File: config.mk
export PLATFORM = sky130hd
export DESIGN_NAME = spi_manual_ctrl
export DESIGN_NICKNAME = d
export VERILOG_FILES = /design/src/rtl/spi_manual_ctrl.sv
export SDC_FILE = /design/constraint.sdc
export NUM_CORES = 1
export LEC_CHECK = 0
export BUFFER_PORTS_ARGS = -buffer_cell sky130_fd_sc_hd__buf_2
export CORE_ASPECT_RATIO = 1.75
export CORE_UTILIZATION = 49
export DETAILED_ROUTE_END_ITERATION = 16
export PLACE_DENSITY = 0.77
export SLEW_MARGIN = 40
export SYNTH_ARGS = -nofsm -noshare
export SYNTH_HDL_FRONTEND = slang
export SYNTH_SLANG_ARGS = --single-unit
File: constraint.sdc
create_clock -name clk -period 1.8 [get_ports clk]
set_clock_uncertainty 0.1 [all_clocks]
set_input_delay 0.18 -clock clk [delete_from_list [all_inputs] [get_ports clk]]
set_output_delay 0.18 -clock clk [all_outputs]
set_load 0.02 [all_outputs]
File: src/rtl/spi_manual_ctrl.sv
module spi_manual_ctrl #(
  parameter int CLK_DIV = 4
) (
  input  logic        clk,
  input  logic        rst_n,
  input  logic [7:0]  bus_addr,
  input  logic [1:0]  bus_size,
  input  logic        bus_wr,
  input  logic        bus_rd,
  input  logic [31:0] bus_wdata,
  output logic [31:0] bus_rdata,
  output logic        bus_ready,
  output logic [2:0]  lane_req,
  output logic        spi_sclk,
  output logic        spi_mosi,
  output logic        spi_cs_n,
  input  logic        spi_miso
);
  localparam int HALF = (CLK_DIV < 2) ? 1 : CLK_DIV / 2;
  localparam int HW   = (HALF > 1) ? $clog2(HALF) : 1;
  localparam logic [HW-1:0] HALF_LAST = HW'(HALF - 1);
  localparam logic [7:0] A_CTRL = 8'h00;
  localparam logic [7:0] A_MODE = 8'h04;
  localparam logic [7:0] A_TX   = 8'h18;
  localparam logic [7:0] A_RX   = 8'h1C;
  localparam logic [13:0] MODE_MASK = 14'h33FF;

  typedef enum logic [1:0] {S_IDLE, S_SHIFT, S_DONE} st_t;

  st_t          st;
  logic [13:0]  mode_q;
  logic [7:0]   sh_q, rx_q;
  logic [31:0]  word_q;
  logic [1:0]   left_q;
  logic [2:0]   bit_q;
  logic [HW-1:0] half_q;
  logic         rd_op_q;

  wire hit_tx = bus_wr && bus_addr == A_TX;
  wire hit_rx = bus_rd && !bus_wr && bus_addr == A_RX && bus_size == 2'd0;
  wire idle   = st == S_IDLE;
  wire start  = idle && (hit_tx || hit_rx);
  wire reg_wr = idle && bus_wr && !hit_tx;

  assign bus_ready = (st == S_DONE) || (idle && (bus_wr || bus_rd) && !(hit_tx || hit_rx));
  assign spi_mosi  = sh_q[7];

  always_comb begin
    bus_rdata = '0;
    if (st == S_DONE) begin
      if (rd_op_q) bus_rdata = {24'd0, rx_q};
    end else if (bus_rd) begin
      case (bus_addr)
        A_CTRL:  bus_rdata = {29'd0, lane_req};
        A_MODE:  bus_rdata = {18'd0, mode_q};
        default: bus_rdata = '0;
      endcase
    end
  end

  always_ff @(posedge clk or negedge rst_n) begin
    if (!rst_n) begin
      st       <= S_IDLE;
      spi_cs_n <= 1'b1;
      spi_sclk <= 1'b0;
      lane_req <= '0;
      mode_q   <= '0;
      sh_q     <= '0;
      rx_q     <= '0;
      word_q   <= '0;
      left_q   <= '0;
      bit_q    <= '0;
      half_q   <= '0;
      rd_op_q  <= 1'b0;
    end else begin
      case (st)
        S_IDLE: begin
          if (start) begin
            st      <= S_SHIFT;
            spi_sclk <= 1'b0;
            half_q  <= '0;
            bit_q   <= '0;
            rd_op_q <= hit_rx;
            if (hit_tx) begin
              sh_q   <= bus_wdata[7:0];
              word_q <= bus_wdata;
              left_q <= (bus_size == 2'd0) ? 2'd0 : (bus_size == 2'd1) ? 2'd1 : 2'd3;
            end else begin
              sh_q   <= '0;
              word_q <= '0;
              left_q <= '0;
            end
          end else if (reg_wr) begin
            if (bus_addr == A_CTRL) begin
              if (|bus_wdata[2:0]) lane_req <= bus_wdata[2:0];
              if (bus_wdata[4])      spi_cs_n <= 1'b1;
              else if (bus_wdata[3]) spi_cs_n <= 1'b0;
            end else if (bus_addr == A_MODE) begin
              mode_q <= bus_wdata[13:0] & MODE_MASK;
            end
          end
        end
        S_SHIFT: begin
          if (half_q == HALF_LAST) begin
            half_q <= '0;
            if (!spi_sclk) begin
              spi_sclk <= 1'b1;
              rx_q     <= {rx_q[6:0], spi_miso};
            end else begin
              spi_sclk <= 1'b0;
              if (bit_q == 3'd7) begin
                bit_q <= '0;
                if (left_q == 2'd0) begin
                  st <= S_DONE;
                end else begin
                  left_q <= left_q - 2'd1;
                  word_q <= word_q >> 8;
                  sh_q   <= word_q[15:8];
                end
              end else begin
                bit_q <= bit_q + 3'd1;
                sh_q  <= {sh_q[6:0], 1'b0};
              end
            end
          end else begin
            half_q <= half_q + HW'(1);
          end
        end
        default: st <= S_IDLE;
      endcase
    end
  end
endmodule

**Word level (Yosys, flattened, before mapping)**

Cells that the tools add are included.

- Flip-flop bits (word level): 74
- Latch bits: 0
- Memory bits (writable): 0
- Bits in read-only memories: 0
- Input port bits: 47
- Output and inout bits: 39
- Logic and storage cells: 111
- Memories kept: 0

- Add/sub/neg operators: 3
- Multiply operators: 0
- Divide/modulo/power cells: 0
- $lt $le $gt $ge: 0
- Eq/ne operators: 14
- Shift operators: 0
- Multiplexer cells: 46
- Bitwise gates (word level): 3
- Reduce and logical (&&, ||, !) cells: 33

Operator list:

| kind | count |
|---|---|
| 2-to-1 mux 32 bit | 7 |
| case mux 32 bit (2 select lines) | 1 |
| 2-to-1 mux 8 bit | 7 |
| case mux 14 bit (2 select lines) | 1 |
| 2-to-1 mux 2 bit | 13 |
| AND reduction 5 bit | 5 |
| equality test 8 x 5 -> 1 bit, second input constant | 2 |
| case mux 8 bit (2 select lines) | 1 |
| 2-to-1 mux 14 bit | 1 |
| 2-to-1 mux 3 bit | 4 |
| != test 2 bit, second input constant | 5 |
| logical AND 1 bit | 9 |
| equality test 8 x 3 -> 1 bit, second input constant | 1 |
| zero test 8 bit | 1 |
| case mux 2 bit (2 select lines) | 2 |
| zero test 2 bit | 3 |
| 2-to-1 mux 1 bit | 6 |
| case mux 3 bit (2 select lines) | 1 |
| AND reduction 3 bit | 2 |
| AND reduction 6 bit | 1 |
| equality test 2 x 1 -> 1 bit, second input constant | 2 |
| case mux 1 bit (2 select lines) | 2 |
| AND reduction 2 bit | 2 |
| AND reduction 4 bit | 1 |
| other kinds (12) | 19 |

**Logic depth before layout (Yosys ltp)**

- Depth in word-level cells: 8
- Mapped depth: 8
- Mapped depth without buffers: 6

**Least setup slack after synthesis**

Ideal clock, no wire load.

- Path kind: reg-to-reg
- Start point: reg spi_sclk
- End point: reg word_q[14]
- Setup time: 0.125 ns
- Data arrival time: 1.749 ns
- Required time: 1.575 ns
- Path slack: -0.175 ns
- Cell stages (with the launch flop): 6
- Path buffers: 1
- Period minus slack after synthesis: 1.975 ns
- Cell sequence: dfrtp_1 -> nand2_2 -> or4b_4 -> o21ai_4 -> buf_12 -> mux2_4

- Longest elaborated chain between the ends: 2

Ends and longest elaborated chain:

| item | line | source |
|---|---|---|
| start: declaration | 14 | `output logic spi_sclk,` |
| start signal: assignment | 65 | `spi_sclk <= 1'b0;` |
| start signal: assignment | 80 | `spi_sclk <= 1'b0;` |
| start signal: assignment | 107 | `spi_sclk <= 1'b1;` |
| != test 2 bit (no source line) | - |  |
| AND reduction 6 bit (no source line) | - |  |
| end signal: assignment | 86 | `word_q <= bus_wdata;` |
| end signal: assignment | 117 | `word_q <= word_q >> 8;` |
| end: declaration | 33 | `logic [31:0] word_q;` |

No other way between the ends.
A chain may end at the register's enable or synchronous reset.

**Worst setup path in the final report**

- Start point: reg bit_q[0]
- End point: reg word_q[22]

- Longest elaborated chain between the ends: 3

Ends and longest elaborated chain:

| item | line | source |
|---|---|---|
| start: declaration | 35 | `logic [2:0] bit_q;` |
| start signal: assignment | 121 | `bit_q <= bit_q + 3'd1;` |
| equality test 3 bit | 111 | `if (bit_q == 3'd7) begin` |
| != test 2 bit (no source line) | - |  |
| AND reduction 6 bit (no source line) | - |  |

No other way between the ends.

==> metrics.md <==
| Metric | Value |
|---|---|
| Status | finished, violations left |
| Failing checks | setup timing |
| Count of input and output buffers | 65 |
| Synth Flop Type | dfrtp_1 |
| Initial antenna violation count | 0 |
| Synthesized area per cell | 12.0 µm² |
| Die width | 67.2 µm |
| Synth Area in Compound Gates | 0.133 |
| Hold violation total from the final report | 0 |
| Post-synth EDFFs | 0 |
| Power Dens Cells | 863 nW/µm² |
| Sw Share | 0.269 |
| Post-layout min period | 2.03 ns |
| Crit-path max FO | 8 |
| Synth warnings | 0 |
| Final Setup Violations | 45 |
| CTS Buf Count | 9 |
| Routed wire length | 8970 µm |
| Antenna diodes | 0 |
| Number of global-route vias before repair | 2805 |
| Die area | 7790 µm² |
| CTS clk-pin slew, worst paths | 0.05 ns |
| Fmax | 0.493 GHz |
| Total track usage | 0.247 |
| Fillers | 513 |
| CP startpoint | bit_q[0] |
| Final worst slack | -0.227 ns |
| Ys async rst share | 1.00 |
| Sink Count | 66 |
| Worst Hold Launch | bus_wdata[7] |
| Number of synthesized register bits | 66 |
| Leading area contributor after synthesis | dfrtp_1 |
| Max VDD drop | 557 µV |
| Largest net degree at the start of global routing | 67 |
| H-tree levels | 3 |
| HP Class | primary input to flop |
| Synth top area cells | dfrtp_1 (45%), mux2_4 (8.3%), mux2_2 (7.4%) |
| Critical Path Start Type | flop |
| Final global-route overflow total | 0 |
| Top cell type's share of synthesized area | 0.447 |
| FF-to-FF Start | bit_q[0] |
| Setup TNS | -6.56 ns |
| Antenna Nets Post-Route | 0 |
| Post-Syn Instances | 303 |
| Main combinational cell family by area after synthesis | multiplexers |
| Initial Utilization | 0.507 |
| Hold_ws | 0.0152 ns |
| CTS Buffer Depth | 2 |
| Clk_lat worst skew | 0.33 ns |
| Mux share of post-synthesis cell area | 0.212 |
| Clock root cell | clkbuf_16 |
| Xor and xnor area share after synthesis | 0 |
| Dpl hpwl | 5550 µm |
| DR WL/cell | 17.4 µm |
| Ratio of cells with drive above 1 in the final layout | 0.506 |
| Non-Filler Instances | 515 |
| First-pass GRT wire length | 13900 µm |
| CTS tree | done |
| Slew Viols, Final | 0 |
| Flop pwr share | 0.408 |
| Unrepaired setup endpoints after global routing | yes |
| Initial drt markers | 138 |
| Multi-input gate area | 1870 µm² |
| Adder-cell area share of the yosys netlist | 0.0103 |
| Vias | 2838 |
| Via-to-Cell Ratio | 5.51 |
| Nets@finish | 474 |
| Register area | 1650 µm² |
| Max_cap viols | 0 |
| Leakage | 2.38 nW |
| Synth cell types | 52 |
| Commonest cells post-synth | dfrtp_1 (65), a22o_1 (27), buf_4 (25), mux2_2 (24) |
| RePlAce Congestion | 0.842 |
| Part of the power in combinational logic | 0.202 |
| Final Util | 0.697 |
| NetSw | 1.16 mW |
| Pwr Total | 4.32 mW |
| Period utilization | 1.13 |
| Syn Std Cell Area | 3640 µm² |
| Simple-gate area share of the yosys netlist | 0.0918 |
| First-pass DRT Iterations | 4 |
| Crit path kind | flop to flop |
| Req. time, crit path | 1.91 ns |
| Die Height | 116 µm |
| DRC viols | 0 |
| Crit end category | flop |
| Power share of the clock group | 0.390 |
| Critical path data arrival time | 2.14 ns |
| Count leader, synth | dfrtp_1 |
| Io pins | 86 |
| Placed Instances | 477 |
| Core area | 7180 µm² |
| Synthesis-to-finish area growth | 37.6% |
| Seq/Total Area, Yosys | 0.454 |
| Internal power | 3.16 mW |
| Row cnt | 41 |
-- worst max-delay path, cell delays in order, from the launching register on --
cell and delay, ns:
dfrtp_1 0.36, ha_2 0.20, ha_4 0.13, or4b_4 0.47, o21ai_4 0.17, buf_12 0.19, mux2_4 0.30
-- cell usage in the layout, fill, tap and decap left out, drive strengths merged, types with 3 or more instances in the layout --
cell type,count
inv,16
conb,20
clkbuf,11
o2bb2ai,7
mux2i,20
o21ai,14
and4,3
nand2,17
dlygate4sd3,11
a22o,27
a22oi,3
nor2,6
a21oi,6
nand4,4
mux2,44
and2,4
dfrtp,65
ha,3
buf,117
-- registers in the layout, indices dropped and copies added, names as in the netlist, 2 cells and up --
name	cells
word_q	24
mode_q	12
rx_q	8
sh_q	8
bit_q	3
lane_req	3
left_q	2
st	2
-- final cells by class --
class | instances | share of cell area
clock buffer | 11 | 0.0465
sequential | 66 | 0.330
tap | 86 | 0.0215
multi-input combinational | 203 | 0.373
clock inverter | 5 | 0.0110
inverter | 16 | 0.0120
timing repair buffer | 128 | 0.206
-- worst paths after layout --
check                             end  slack, ns  depth (start not counted)
min in group asynchronous      half_q       0.29                          3
setup / recovery           word_q[22]      -0.23                          6
hold / removal              mode_q[7]       0.02                          2
hold reg to reg            mode_q[12]       0.41                          1
setup reg to reg           word_q[22]      -0.23                          6
max in group asynchronous    spi_cs_n       0.98                          3
-- logic make-up (layout without fill, tap and decap cells) --
family,Yosys count,after routing
AO/OA/AOI/OAI,63,63
adder cells (fa/ha/maj),3,3
buffers and inverters,54,160
flip-flops,66,66
multiplexers,64,64
other,1,20
AND/OR/NAND/NOR,52,53
-- what timing repair did --
item	CTS	global route
endpoints found under the setup margin	46	58
hold buffers	11	0
pin swaps	12	13
cloned	1	0
buffers inserted	6	5
endpoints found under the hold margin	75	0
gates resized for setup	47	33
-- layer usage --
layer  up-vias  GRT usage  routed length [µm]
met1      1428      0.280                3540
met5         -          0                   0
li1       1303          -                   -
met4         0      0.113                 199
met2        90      0.437                4900
met3        17     0.0453                 332
-- stage by stage --
step                area, µm²  setup WS [ns]
CTS                      4850         -0.205
detailed placement       4250         -0.208
global placement         4250         -0.187
global route             5010         -0.283
finish                   5010         -0.227
floorplan                3710         -0.140
-- power by group through the flow --
stage          registers (mW)  clock network, mW  logic [mW]
6_report                 1.76               1.69       0.873
5_1_grt                  1.77               1.77       0.939
4_1_cts                  1.74               1.70       0.768
3_5_place_dp             1.76                  0       0.723
3_3_place_gp             1.75                  0       0.707
2_1_floorplan            1.77                  0       0.433
Power figures use the tool's default switching activity.
